## src/rtl/interval_timer_pkg.sv

```systemverilog
package interval_timer_pkg;
  typedef enum logic [2:0] {
    IDX_LOAD  = 3'd0,
    IDX_VALUE = 3'd1,
    IDX_CTRL  = 3'd2,
    IDX_ICLR  = 3'd3,
    IDX_RAW   = 3'd4,
    IDX_MSK   = 3'd5,
    IDX_BGLD  = 3'd6
  } reg_idx_e;

  typedef enum logic [1:0] {
    PRE_DIV1   = 2'b00,
    PRE_DIV16  = 2'b01,
    PRE_DIV256 = 2'b10,
    PRE_RSVD   = 2'b11
  } pre_sel_e;

  // bit order matches the control register layout
  typedef struct packed {
    logic     en;
    logic     periodic;
    logic     ie;
    logic     rsvd;
    pre_sel_e pre;
    logic     wide;
    logic     oneshot;
  } ctrl_t;

  localparam logic [7:0] CTRL_RST   = 8'h20;
  localparam logic [7:0] CTRL_WMASK = 8'hEF;
endpackage

```

## src/rtl/tmr_prescale.sv

```systemverilog
module tmr_prescale
  import interval_timer_pkg::*;
#(
  parameter int LOG_A = 4,
  parameter int LOG_B = 8
) (
  input  logic     clk_i,
  input  logic     rst_ni,
  input  logic     tick_i,
  input  logic     restart_i,
  input  pre_sel_e sel_i,
  output logic     step_o
);
  localparam int PW = LOG_B;

  logic [PW-1:0] pre_q;
  logic          hit;

  always_ff @(posedge clk_i or negedge rst_ni) begin
    if (!rst_ni)        pre_q <= '0;
    else if (restart_i) pre_q <= '0;
    else if (tick_i)    pre_q <= pre_q + 1'b1;
  end

  always_comb begin
    case (sel_i)
      PRE_DIV16:  hit = &pre_q[LOG_A-1:0];
      PRE_DIV256: hit = &pre_q;
      default:    hit = 1'b1;
    endcase
  end

  assign step_o = tick_i & ~restart_i & hit;


  div256_spacing_chk: assert property (@(posedge clk_i) disable iff (!rst_ni)
    (step_o && sel_i == PRE_DIV256 && !restart_i) |=> !step_o);
endmodule

```

## src/rtl/tmr_counter.sv

```systemverilog
module tmr_counter #(
  parameter int CW = 32,
  parameter int NW = 16
) (
  input  logic          clk_i,
  input  logic          rst_ni,
  input  logic          run_i,
  input  logic          step_i,
  input  logic          oneshot_i,
  input  logic          periodic_i,
  input  logic          wide_i,
  input  logic [CW-1:0] reload_i,
  input  logic          load_i,
  input  logic [CW-1:0] load_val_i,
  output logic [CW-1:0] cnt_o,
  output logic          hit_o
);
  localparam logic [CW-1:0] NARROW = {{(CW-NW){1'b0}}, {NW{1'b1}}};

  logic [CW-1:0] cnt_q, mask, cur;
  logic          adv;

  assign mask  = wide_i ? '1 : NARROW;
  assign cur   = cnt_q & mask;
  assign adv   = run_i & step_i & ~load_i;
  assign hit_o = adv & (cur == CW'(1));
  assign cnt_o = cur;

  always_ff @(posedge clk_i or negedge rst_ni) begin
    if (!rst_ni)            cnt_q <= '0;
    else if (load_i)        cnt_q <= load_val_i & mask;
    else if (adv) begin
      if (cur != '0)        cnt_q <= cur - 1'b1;
      else if (oneshot_i)   cnt_q <= cnt_q;
      else if (periodic_i)  cnt_q <= reload_i & mask;
      else                  cnt_q <= mask;
    end
  end


  idle_hold_chk: assert property (@(posedge clk_i) disable iff (!rst_ni)
    (!(run_i && step_i) && !load_i) |=> $stable(cnt_q));

  oneshot_hold_chk: assert property (@(posedge clk_i) disable iff (!rst_ni)
    (adv && oneshot_i && cur == '0) |=> $stable(cnt_q));

  freerun_wrap_chk: assert property (@(posedge clk_i) disable iff (!rst_ni)
    (adv && !oneshot_i && !periodic_i && cur == '0) |=> cnt_q == $past(mask));
endmodule

```

## src/rtl/interval_timer.sv

```systemverilog
module interval_timer
  import interval_timer_pkg::*;
#(
  parameter int DW    = 32,
  parameter int NW    = 16,
  parameter int AW    = 5,
  parameter int PRE_A = 4,
  parameter int PRE_B = 8
) (
  input  logic          clk_i,
  input  logic          rst_ni,
  input  logic [AW-1:0] addr_i,
  input  logic          we_i,
  input  logic [DW-1:0] wdata_i,
  output logic [DW-1:0] rdata_o,
  input  logic          tick_i,
  output logic          irq_o
);
  localparam int IW = AW - 2;

  ctrl_t         ctrl_q;
  logic [DW-1:0] reload_q, cnt_val;
  logic          raw_q, step, hit;
  logic [IW-1:0] idx;
  logic          wr_load, wr_ctrl, wr_iclr, wr_bgld;

  assign idx     = addr_i[AW-1:2];
  assign wr_load = we_i && idx == IW'(IDX_LOAD);
  assign wr_ctrl = we_i && idx == IW'(IDX_CTRL);
  assign wr_iclr = we_i && idx == IW'(IDX_ICLR);
  assign wr_bgld = we_i && idx == IW'(IDX_BGLD);

  always_ff @(posedge clk_i or negedge rst_ni) begin
    if (!rst_ni) begin
      ctrl_q   <= ctrl_t'(CTRL_RST);
      reload_q <= '0;
      raw_q    <= 1'b0;
    end else begin
      if (wr_ctrl)               ctrl_q   <= ctrl_t'(wdata_i[7:0] & CTRL_WMASK);
      if (wr_load || wr_bgld)    reload_q <= wdata_i;
      if (hit)                   raw_q    <= 1'b1;
      else if (wr_iclr)          raw_q    <= 1'b0;
    end
  end

  tmr_prescale #(.LOG_A(PRE_A), .LOG_B(PRE_B)) u_pre (
    .clk_i     (clk_i),
    .rst_ni    (rst_ni),
    .tick_i    (tick_i),
    .restart_i (wr_ctrl),
    .sel_i     (ctrl_q.pre),
    .step_o    (step)
  );

  tmr_counter #(.CW(DW), .NW(NW)) u_cnt (
    .clk_i      (clk_i),
    .rst_ni     (rst_ni),
    .run_i      (ctrl_q.en),
    .step_i     (step),
    .oneshot_i  (ctrl_q.oneshot),
    .periodic_i (ctrl_q.periodic),
    .wide_i     (ctrl_q.wide),
    .reload_i   (reload_q),
    .load_i     (wr_load),
    .load_val_i (wdata_i),
    .cnt_o      (cnt_val),
    .hit_o      (hit)
  );

  always_comb begin
    case (idx)
      IW'(IDX_LOAD), IW'(IDX_BGLD): rdata_o = reload_q;
      IW'(IDX_VALUE):               rdata_o = cnt_val;
      IW'(IDX_CTRL):                rdata_o = DW'(ctrl_q);
      IW'(IDX_RAW):                 rdata_o = DW'(raw_q);
      IW'(IDX_MSK):                 rdata_o = DW'(raw_q & ctrl_q.ie);
      default:                      rdata_o = '0;
    endcase
  end

  assign irq_o = raw_q & ctrl_q.ie;


  raw_set_chk: assert property (@(posedge clk_i) disable iff (!rst_ni)
    hit |=> raw_q);

  raw_clear_chk: assert property (@(posedge clk_i) disable iff (!rst_ni)
    (wr_iclr && !hit) |=> !raw_q);

  load_now_chk: assert property (@(posedge clk_i) disable iff (!rst_ni)
    wr_load |=> cnt_val == ($past(ctrl_q.wide) ? $past(wdata_i)
                                               : {{(DW-NW){1'b0}}, $past(wdata_i[NW-1:0])}));

  bgload_keep_chk: assert property (@(posedge clk_i) disable iff (!rst_ni)
    (wr_bgld && !ctrl_q.en) |=> $stable(cnt_val));
endmodule

```

## config.mk

```make
export PLATFORM = sky130hd
export DESIGN_NAME = interval_timer
export DESIGN_NICKNAME = d
export VERILOG_FILES = /design/src/rtl/interval_timer_pkg.sv /design/src/rtl/tmr_prescale.sv /design/src/rtl/tmr_counter.sv /design/src/rtl/interval_timer.sv
export SDC_FILE = /design/constraint.sdc
export NUM_CORES = 1
export LEC_CHECK = 0
export BUFFER_PORTS_ARGS = -buffer_cell sky130_fd_sc_hd__buf_2
export CORE_UTILIZATION = 60
export DETAILED_ROUTE_END_ITERATION = 16
export PLACE_DENSITY = 0.82
export SETUP_SLACK_MARGIN = 0.15
export SYNTH_ARGS = -nofsm -noshare
export SYNTH_HDL_FRONTEND = slang
export SYNTH_HIERARCHICAL = 1
export SYNTH_SLANG_ARGS = --single-unit
```

## constraint.sdc

```tcl
create_clock -name clk_i -period 5.9 [get_ports clk_i]
set_clock_uncertainty 0.2 [all_clocks]
set_input_delay 1.18 -clock clk_i [delete_from_list [all_inputs] [get_ports clk_i]]
set_output_delay 1.18 -clock clk_i [all_outputs]
set_load 0.05 [all_outputs]
```

==> impl_metrics.tcl, run 1 <==
set metrics [dict create \
    status "completed" \
    worst_slew_pin_slew_ns 1.12 \
    io_buffers 71 \
    synth_top_cell_by_area "dfrtp_1" \
    synth_top_family_by_area "compound AO/OA/AOI/OAI gates" \
    dieWidth_um 100 \
    core_area_um2 9280 \
    synth_most_common_cell "dfrtp_1" \
    p_leak_nw 2.65 \
    postCtsHoldBufs 0 \
    fin_ws_ns 1.72 \
    crit_buf_inv 2 \
    period_share_pct 70.9 \
    synth_xor_area_share_pct 1.99 \
    setup-violations-final 0 \
    grt_pass1_vias 4742 \
    dp_slack_ns 1.38 \
    dp_hpwl_um 10200 \
    rsz0062_at_grt "false" \
    rows 35 \
    path_class "in2reg" \
    yosysWarnings 6 \
    hold_path.class "reg2reg" \
    r2r_slack_ns 2.23 \
    crit_chain "buf_2 > inv_1 > nor3_4 > nor4bb_1 > and2_1 > o31a_1 > nor2_1 > a211o_1 > a31o_2" \
    syn_inst 609 \
    cts_tree "done" \
    synth_top_area_share_pct 34.2 \
    syn_to_final_growth_pct 7.52 \
    ys_seq_area_share_pct 34.7 \
    fp.dieH_um 100 \
    max_freq_mhz 239 \
    cp_slowest_cell "o31a_1" \
    drt-pass1-iter-count 8 \
    multi_input_area_um2 3350 \
    slew-limit-headroom_pct 24.9 \
    cp_data_arrival_time_ns 4.22 \
    fin_crit_ns 4.18 \
    ys_types 80 \
    timing.rr.start "ctrl_q[2]" \
    maxCapViolCount 0 \
    hold_path_end "raw_q" \
    grt_pass1_wl_um 24500 \
    irDropWorstVdd_uv 171 \
    num_vias 5122 \
    synth_compound_area_share_pct 23.2 \
    critPathLaunchType "primary input" \
    drv_slew 0 \
    synthTopCellsByCount "dfrtp_1, nand2_1, o21ai_0" \
    initial_core_util_pct 62.2 \
    htreeDepth 3 \
    hold_viol 0 \
    cts_buffer_depth 2 \
    crit_family "simple AND/OR/NAND/NOR gates" \
    syn_avg_cell_area_um2 9.48 \
    utilization_pct 66.9 \
    slowest_delay_ns 0.63 \
    synth_area_leaders "dfrtp_1, mux2_4, a22o_1" \
    regArea_um2 2000 \
    cts_resized 0 \
    synth_mux_area_share_pct 11.5 \
    clk_latency_ns 0.35 \
    cts.sinks 80 \
    synthAdderAreaFrac_pct 1.08 \
    ys_async_sr_fraction_pct 100 \
    power_density_nw_per_um2 368 \
    viasPerCell 6.61 \
    grt_start_max_net_pins 81 \
    yosys.area_share.simple_pct 20.0 \
    drtIter0Drc 512 \
    placed_cells 759 \
    path_max_fanout 19 \
    fillers 785 \
    diodes 0 \
    drive_gt1_share_pct 27.7 \
    wl_per_cell_um 19.5 \
    synth_area_um2 5770 \
    tns_ns 0 \
    cts_root_buf "clkbuf_8" \
    io_pins 74 \
    cts.clk_slew.worst_paths_ns 0.08 \
    holdPathStages 1 \
    grt_antenna_before_repair 0 \
    reg2reg_to "u_cnt/cnt_q[29]" \
    postRouteAntennaNets 0 \
    grtUsageTotal_pct 31.3 \
    wirelength_um 15100 \
    fin_nets 687 \
    min_from "raw_q" \
    ys_seq_elements 80 \
    ys.flop_type "dfrtp_1" \
    gp_congestion 0.945 \
    cp.required_ns 5.94 \
    route.detailed.drc 0 \
    fin_hold_ws_ns 0.309 \
    numCtsBuffers 9 \
    grt-ovfl-total 0 \
    rr_worst_depth 10 \
    fin_cells 775 \
    cts_setup_buffers 0 \
    synth_edf_count 0 \
    syn_nets 655 \
    die-area_um2 10000 \
    end_kind "flop" \
]
==> logic make-up (layout without fill, tap and decap cells) <==
family | after synthesis | after routing
buffers and inverters | 75 | 112
XOR/XNOR | 11 | 11
flip-flops | 80 | 80
AND/OR/NAND/NOR | 203 | 203
multiplexers | 49 | 49
AO/OA/AOI/OAI | 186 | 186
adder cells (fa/ha/maj) | 5 | 5
==> worst max-delay path by stage <==
stage          startpoint              end  slack [ns]  cells after the start
2_1_floorplan   addr_i[3]       rdata_o[0]        1.99                      4
3_3_place_gp    addr_i[3]  u_cnt/cnt_q[29]        1.45                      9
3_5_place_dp    addr_i[3]  u_cnt/cnt_q[29]        1.38                      9
4_1_cts         addr_i[3]  u_cnt/cnt_q[29]        1.76                      9
5_1_grt         addr_i[3]  u_cnt/cnt_q[29]        1.62                      9
6_report        addr_i[3]  u_cnt/cnt_q[29]        1.72                      9
==> where the power goes <==
part           switching [mW]  internal [mW]  total (mW)
clock network           0.212          0.231       0.443
registers               0.266          0.711       0.977
logic                   0.498          0.366       0.863
==> metal layers <==
metal	GRT usage (%)	share of wire [%]	wire [um]
met5	0	0	0
met4	14.2	3.1	466
met1	44.6	43	6560
met3	4.25	8.5	1290
met2	47.6	45	6830
==> metrics by stage <==
step                      instance area, um^2  power [mW]
after global placement                   5990        1.79
after floorplan                          5770        1.67
final                                    6210        2.28
after CTS                                6210        2.26
after detailed placement                 5990        1.83
after global routing                     6210        2.41
==> sequential cells by signal, summed over array words and instances, names as in the netlist <==
register and cells:
ctrl_q 7, raw_q 1, reload_q 32, u_cnt/cnt_q 32, u_pre/pre_q 8
==> placed cells by master (no fill, tap or decap), types with 9 or more instances in the layout <==
cell type   n
mux2_4     30
nor3_1     20
clkbuf_8   12
o31ai_1     9
buf_4       9
a32oi_1    10
mux2_2     17
and2_1     16
inv_1      17
nor2_1     39
buf_2      70
o21ai_0    42
nand2_1    50
a31oi_1    10
nand3_1    15
a22o_1     25
a21oi_1    26
dfrtp_1    79
==> cell type report <==
| cell class | instances | area share [%] |
|---|---|---|
| inverter | 17 | 1.03 |
| tap | 129 | 2.60 |
| timing repair buffer | 79 | 6.73 |
| clock buffer | 12 | 2.66 |
| sequential | 80 | 32.3 |
| clock inverter | 4 | 0.826 |
| multi-input combinational | 454 | 53.9 |
(Power assumes the default switching activity.)
==> run 2: changes to the inputs <==
--- a/config.mk
+++ b/config.mk
@@ -5,10 +5,11 @@
 export SDC_FILE = /design/constraint.sdc
 export NUM_CORES = 1
 export LEC_CHECK = 0
+export ABC_AREA = 1
 export BUFFER_PORTS_ARGS = -buffer_cell sky130_fd_sc_hd__buf_2
-export CORE_UTILIZATION = 60
+export CORE_UTILIZATION = 59
 export DETAILED_ROUTE_END_ITERATION = 16
-export PLACE_DENSITY = 0.82
+export PLACE_DENSITY = 0.81
 export SETUP_SLACK_MARGIN = 0.15
 export SYNTH_ARGS = -nofsm -noshare
 export SYNTH_HDL_FRONTEND = slang
==> constraint.sdc (replaced) <==
create_clock -name clk_i -period 4 [get_ports clk_i]
set_clock_uncertainty 0.2 [all_clocks]
set_input_delay 0.8 -clock clk_i [delete_from_list [all_inputs] [get_ports clk_i]]
set_output_delay 0.8 -clock clk_i [all_outputs]
set_load 0.05 [all_outputs]
==> run 2 against run 1 <==
Register-to-register slack lost 1.4 ns. Sequential power grew 37%. First-iteration DRC count shrank 9.8%. Synthesized cell count grew 56%. Critical path type is now in2out. Critical endpoint is now rdata_o[27].
==> impl_metrics.tcl, run 2 <==
set metrics [dict create \
    slowest_delay_ns 0.58 \
    syn_nets 993 \
    slew-limit-headroom_pct 30.2 \
    ys_async_sr_fraction_pct 100 \
    syn_avg_cell_area_um2 6.31 \
    num_vias 5988 \
    postCtsHoldBufs 0 \
    crit_buf_inv 2 \
    crit_start "addr_i[3]" \
    wirelength_um 16500 \
    postRouteAntennaNets 0 \
    syn_to_final_growth_pct 6.72 \
    rr_worst_depth 10 \
    cts_root_buf "clkbuf_8" \
    cp.required_ns 3.00 \
    cts_tree "done" \
    ys.flop_type "dfrtp_1" \
    synth_edf_count 0 \
    numCtsBuffers 9 \
    grt_start_max_net_pins 81 \
    reg_top3 "reload_q x32, u_cnt/cnt_q x32, u_pre/pre_q x8" \
    hold_path.class "reg2reg" \
    synth_area_um2 5980 \
    yosys.area_share.simple_pct 45.4 \
    crit_chain "buf_2 > nor2_1 > nand2_1 > nand2_2 > nand2_1 > nand2_1 > buf_2" \
    reg2reg_to "u_cnt/cnt_q[26]" \
    rsz0062_at_grt "false" \
    hold_viol 0 \
    fillers 955 \
    r2r_slack_ns 0.88 \
    crit_family "simple AND/OR/NAND/NOR gates" \
    synth_top_cell_by_area "dfrtp_1" \
    synth_compound_area_share_pct 7.58 \
    synth_top_area_share_pct 33.1 \
    diodes 0 \
    dieWidth_um 103 \
    cp_data_arrival_time_ns 2.27 \
    fp.dieH_um 103 \
    cts.sinks 80 \
    setup-violations-final 0 \
    fin_nets 1034 \
    power_frac_comb_pct 45.2 \
    yosysWarnings 6 \
    grt-ovfl-total 0 \
    grt_pass1_vias 5521 \
    placed_cells 1110 \
    die-area_um2 10500 \
    status "completed" \
    synthAdderAreaFrac_pct 1.05 \
    core_area_um2 9770 \
    rows 36 \
    worst_slew_pin_slew_ns 1.05 \
    power_density_nw_per_um2 553 \
    crit_end "rdata_o[27]" \
    p_int_mw 1.82 \
    final_cell_mix "nand2_1, nor2_1, dfrtp_1, inv_1, buf_2" \
    drive_gt1_share_pct 14.6 \
    path_max_fanout 33 \
    wl_per_cell_um 14.7 \
    dp_hpwl_um 11400 \
    cts_setup_buffers 0 \
    drtIter0Drc 462 \
    grtUsageTotal_pct 34.0 \
    utilization_pct 65.3 \
    cts_resized 0 \
    maxCapViolCount 0 \
    drv_slew 0 \
    synthTopCellsByCount "nand2_1, nor2_1, dfrtp_1" \
    drt-pass1-iter-count 5 \
    tns_ns 0 \
    synth_most_common_cell "nand2_1" \
    viasPerCell 5.32 \
    io_buffers 71 \
    critPathLaunchType "primary input" \
    ys_seq_area_share_pct 33.5 \
    synth_area_leaders "dfrtp_1, nand2_1, nor2_1" \
    gp_congestion 0.932 \
    period_share_pct 81.8 \
    fin_cells 1126 \
    synth_top_family_by_area "simple AND/OR/NAND/NOR gates" \
    end_kind "output pin" \
    synth_mux_area_share_pct 0 \
    cp_slowest_cell "nand2_2" \
    io_pins 74 \
    ys_types 37 \
    switchingPower_mw 1.71 \
    stdcell_area_um2 6380 \
    cpMostUsedCell "nand2_1" \
    timing.rr.start "ctrl_q[1]" \
    syn_inst 947 \
    switching_share_pct 48.5 \
    htreeDepth 3 \
    clk_latency_ns 0.39 \
    dpl_cell_area_um2 6200 \
    max_freq_mhz 306 \
    path_class "in2out" \
    irDropWorstVdd_uv 369 \
    final_common_cell "nand2_1" \
    fin_crit_ns 3.27 \
    route.detailed.drc 0 \
    synth_xor_area_share_pct 1.32 \
    pwr-share-seq_pct 38.1 \
    cts.clk_slew.worst_paths_ns 0.09 \
    clkPwrFrac_pct 16.7 \
    p_leak_nw 3.68 \
    grt_pass1_wl_um 27000 \
    cts_buffer_depth 2 \
    ys_seq_elements 80 \
    crit_cells 7 \
    initial_core_util_pct 61.1 \
    grt_antenna_before_repair 0 \
]
## run 2: cell types whose count changed in the layout (fill, tap and decap cells not counted), sizes merged, moves of 10 or more
cell,change
a22o,-25
a31oi,-11
a32oi,-10
and2,-15
inv,+72
mux2,-47
nand2,+352
nand3,+42
nor2,+116
nor3,-22
nor4,-11
## run 2: cell type report
type                       count  area (um^2)  area share (%)
timing repair buffer          77          403            6.32
clock buffer                   9          124            1.94
sequential                    80         2000            31.4
multi-input combinational    736         3310            51.8
tap                          133          166            2.61
clock inverter                 7         58.8           0.922
inverter                      84          318            4.98
## run 2: cell families (layout without fill, tap and decap cells)
logic type      Yosys count  count (layout)
simple gates            641             641
buf+inv                 131             177
compound gates           81              81
flops                    80              80
xor+xnor                  9               9
fa+ha+maj                 5               5
## run 2: worst min-delay path: cells and delay by family, from the launching register on
kind	cells	cell delay, ns
DFF	1	0.39
and+or+nand+nor	2	0.11
## run 2: worst min-delay path by stage
stage                   start         to  slack (ns)  cells past startpoint
floorplan           ctrl_q[5]  ctrl_q[5]        0.26                      2
CTS                 ctrl_q[5]  ctrl_q[5]        0.30                      2
global route        ctrl_q[5]  ctrl_q[5]        0.33                      2
finish              ctrl_q[5]  ctrl_q[5]        0.30                      2
global placement    ctrl_q[5]  ctrl_q[5]        0.28                      2
detailed placement  ctrl_q[5]  ctrl_q[5]        0.28                      2
## run 2: power by group through the flow
stage	Combinational [mW]	Clock, mW	Sequential, mW
6_report	1.60	0.590	1.34
3_3_place_gp	1.54	0	1.35
5_1_grt	1.80	0.637	1.39
4_1_cts	1.57	0.600	1.34
2_1_floorplan	1.38	0	1.27
3_5_place_dp	1.57	0	1.35
## run 2: per-stage QoR
step	hold slack [ns]	setup WS, ns	power [mW]
after floorplan	0.263	1.29	2.65
after CTS	0.298	0.748	3.51
after detailed placement	0.284	0.704	2.92
final	0.296	0.727	3.53
after global placement	0.280	0.738	2.89
after global routing	0.327	0.582	3.82
## run 2: per-layer routing
metal / part of all wire (%) / GRT usage (%)
met3: 9.4 / 8.81
met4: 1.7 / 10.5
met1: 46 / 48.3
met5: 0 / 0
met2: 43 / 50.6
==> run 3: changes to the inputs <==
--- a/config.mk
+++ b/config.mk
@@ -7,9 +7,9 @@
 export LEC_CHECK = 0
 export ABC_AREA = 1
 export BUFFER_PORTS_ARGS = -buffer_cell sky130_fd_sc_hd__buf_2
-export CORE_UTILIZATION = 59
+export CORE_UTILIZATION = 54
 export DETAILED_ROUTE_END_ITERATION = 16
-export PLACE_DENSITY = 0.81
+export PLACE_DENSITY = 0.78
 export SETUP_SLACK_MARGIN = 0.15
 export SYNTH_ARGS = -nofsm -noshare
 export SYNTH_HDL_FRONTEND = slang
==> constraint.sdc (replaced) <==
create_clock -name clk_i -period 3 [get_ports clk_i]
set_clock_uncertainty 0.2 [all_clocks]
set_input_delay 0.6 -clock clk_i [delete_from_list [all_inputs] [get_ports clk_i]]
set_output_delay 0.6 -clock clk_i [all_outputs]
set_load 0.05 [all_outputs]
==> run 3 against run 2 <==
Die area up 9.1%. Via count up 0.28%. The flow now finishes with violations (hold timing). Sequential cell count is the same. Total power increased by 38%. Utilization decreased by 4.2 points. First-iteration DRC count decreased by 3.7%. Largest cell class unchanged. Final cell count rose by 1.9%. Clock power up 49%. Sequential power increased by 34%. Worst setup slack lost 0.44 ns. Critical path depth is 1 lower.
==> impl_metrics.tcl, run 3 (synthesized netlist as in run 2, its figures left out) <==
set metrics [dict create \
    status "complete, but fails checks" \
    violations "hold timing" \
    critPathLaunchType "flop" \
    maxCapViolCount 0 \
    rsz0062_at_grt "false" \
    use_met1_pct 45.3 \
    slowest_delay_ns 0.63 \
    rows 38 \
    num_vias 6005 \
    io_buffers 71 \
    period_share_pct 90.4 \
    power_density_nw_per_um2 739 \
    drive_gt1_share_pct 15.9 \
    multi_input_area_um2 3310 \
    numCtsBuffers 9 \
    diodes 0 \
    initial_core_util_pct 55.4 \
    rr_worst_depth 10 \
    cts_tree "done" \
    grt_pass1_wl_um 26900 \
    reg2reg_to "u_cnt/cnt_q[2]" \
    grt_start_max_net_pins 42 \
    final_common_cell "nand2_1" \
    final_cell_mix "nand2_1, nor2_1, dfrtp_1, inv_1, buf_2" \
    htreeDepth 3 \
    total_power_mw 4.87 \
    grt_antenna_before_repair 0 \
    core_area_um2 10800 \
    switching_share_pct 46.7 \
    syn_to_final_growth_pct 10.2 \
    wl_per_cell_um 14.5 \
    cp_data_arrival_time_ns 1.91 \
    fp.dieH_um 107 \
    cp_slowest_cell "dfrtp_2" \
    crit_family "flip-flops" \
    cts.sinks 80 \
    wirelength_um 16600 \
    cp.required_ns 2.20 \
    drtIter0Drc 445 \
    path_class "reg2out" \
    setup-violations-final 0 \
    dpl_cell_area_um2 6370 \
    path_max_fanout 17 \
    postRouteAntennaNets 0 \
    postCtsHoldBufs 0 \
    dp_hpwl_um 12100 \
    fillers 1058 \
    clkPwrFrac_pct 18.0 \
    fin_hold_ws_ns -0.00438 \
    grt-busiest-layer "met1" \
    utilization_pct 61.0 \
    gr-usage-met2_pct 43.9 \
    cts_buffer_depth 2 \
    p_int_mw 2.59 \
    slew-limit-headroom_pct 51.8 \
    fin_crit_ns 2.71 \
    fin_nets 1048 \
    dieWidth_um 107 \
    cpMostUsedCell "nand2_1" \
    route.detailed.drc 0 \
    irDropWorstVdd_uv 400 \
    grtUsageTotal_pct 30.7 \
    regArea_um2 2000 \
    stdcell_area_um2 6590 \
    max_freq_mhz 369 \
    tns_ns 0 \
    grt-ovfl-total 0 \
    pwr-share-seq_pct 36.9 \
    drt-pass1-iter-count 5 \
    io_pins 74 \
    hold_path.class "in2async" \
    end_kind "output pin" \
    grt_pass1_vias 5358 \
    gp_congestion 0.950 \
    clk_latency_ns 0.39 \
    cts.clk_slew.worst_paths_ns 0.08 \
    r2r_slack_ns 0.37 \
    cts_root_buf "clkbuf_8" \
    hold_viol 9 \
    switchingPower_mw 2.27 \
    reg_top3 "reload_q x32, u_cnt/cnt_q x32, u_pre/pre_q x8" \
    crit_chain "nand2_1 > buf_4 > inv_1 > nand2_1 > nand2_1 > buf_2" \
    timing.rr.start "ctrl_q[1]" \
    die-area_um2 11500 \
    power_frac_comb_pct 45.0 \
    crit_buf_inv 3 \
    viasPerCell 5.24 \
    worst_slew_pin_slew_ns 0.722 \
    p_leak_nw 3.78 \
    use_met3_pct 5.47 \
    drv_slew 0 \
]
run 3: final cells by class:
| cell class | instances | area share [%] |
|---|---|---|
| multi-input combinational | 736 | 50.2 |
| sequential | 80 | 30.4 |
| timing repair buffer | 91 | 8.66 |
| inverter | 84 | 4.82 |
| tap | 140 | 2.66 |
| clock buffer | 11 | 2.30 |
| clock inverter | 5 | 0.950 |
run 3: what timing repair did:
item                                    4_1_cts  5_1_grt
endpoints found under the setup margin        3        0
gates resized for setup                       1        0
buffers inserted                              0        0
run 3: power groups by stage:
stage	logic, mW	clock network (mW)	registers [mW]
final	2.19	0.878	1.80
after global routing	2.47	0.932	1.85
after CTS	2.17	0.897	1.79
after detailed placement	2.16	0	1.81
after global placement	2.13	0	1.80
after floorplan	1.84	0	1.69
run 3: how the worst max path moves through the flow:
stage	depth (start not counted)	from	slack, ns	to
final	6	ctrl_q[1]	0.29	rdata_o[20]
after floorplan	6	addr_i[4]	0.69	rdata_o[10]
after global routing	10	ctrl_q[1]	0.22	u_cnt/cnt_q[21]
after CTS	6	ctrl_q[1]	0.32	rdata_o[20]
after detailed placement	14	we_i	0.26	u_cnt/cnt_q[31]
after global placement	14	we_i	0.32	u_cnt/cnt_q[22]
run 3: layer usage:
layer / wire [um] / part of all wire [%] / vias up
met2: 6990 / 42 / 242
li1: - / - / 3011
met4: 406 / 2.4 / 0
met5: 0 / 0 / -
met3: 1440 / 8.7 / 24
met1: 7770 / 47 / 2728
run 3: stage by stage:
step | cells | setup slack [ns]
finish | 1147 | 0.287
global route | 1147 | 0.222
CTS | 1147 | 0.320
detailed placement | 1131 | 0.255
global placement | 1131 | 0.325
floorplan | 947 | 0.691
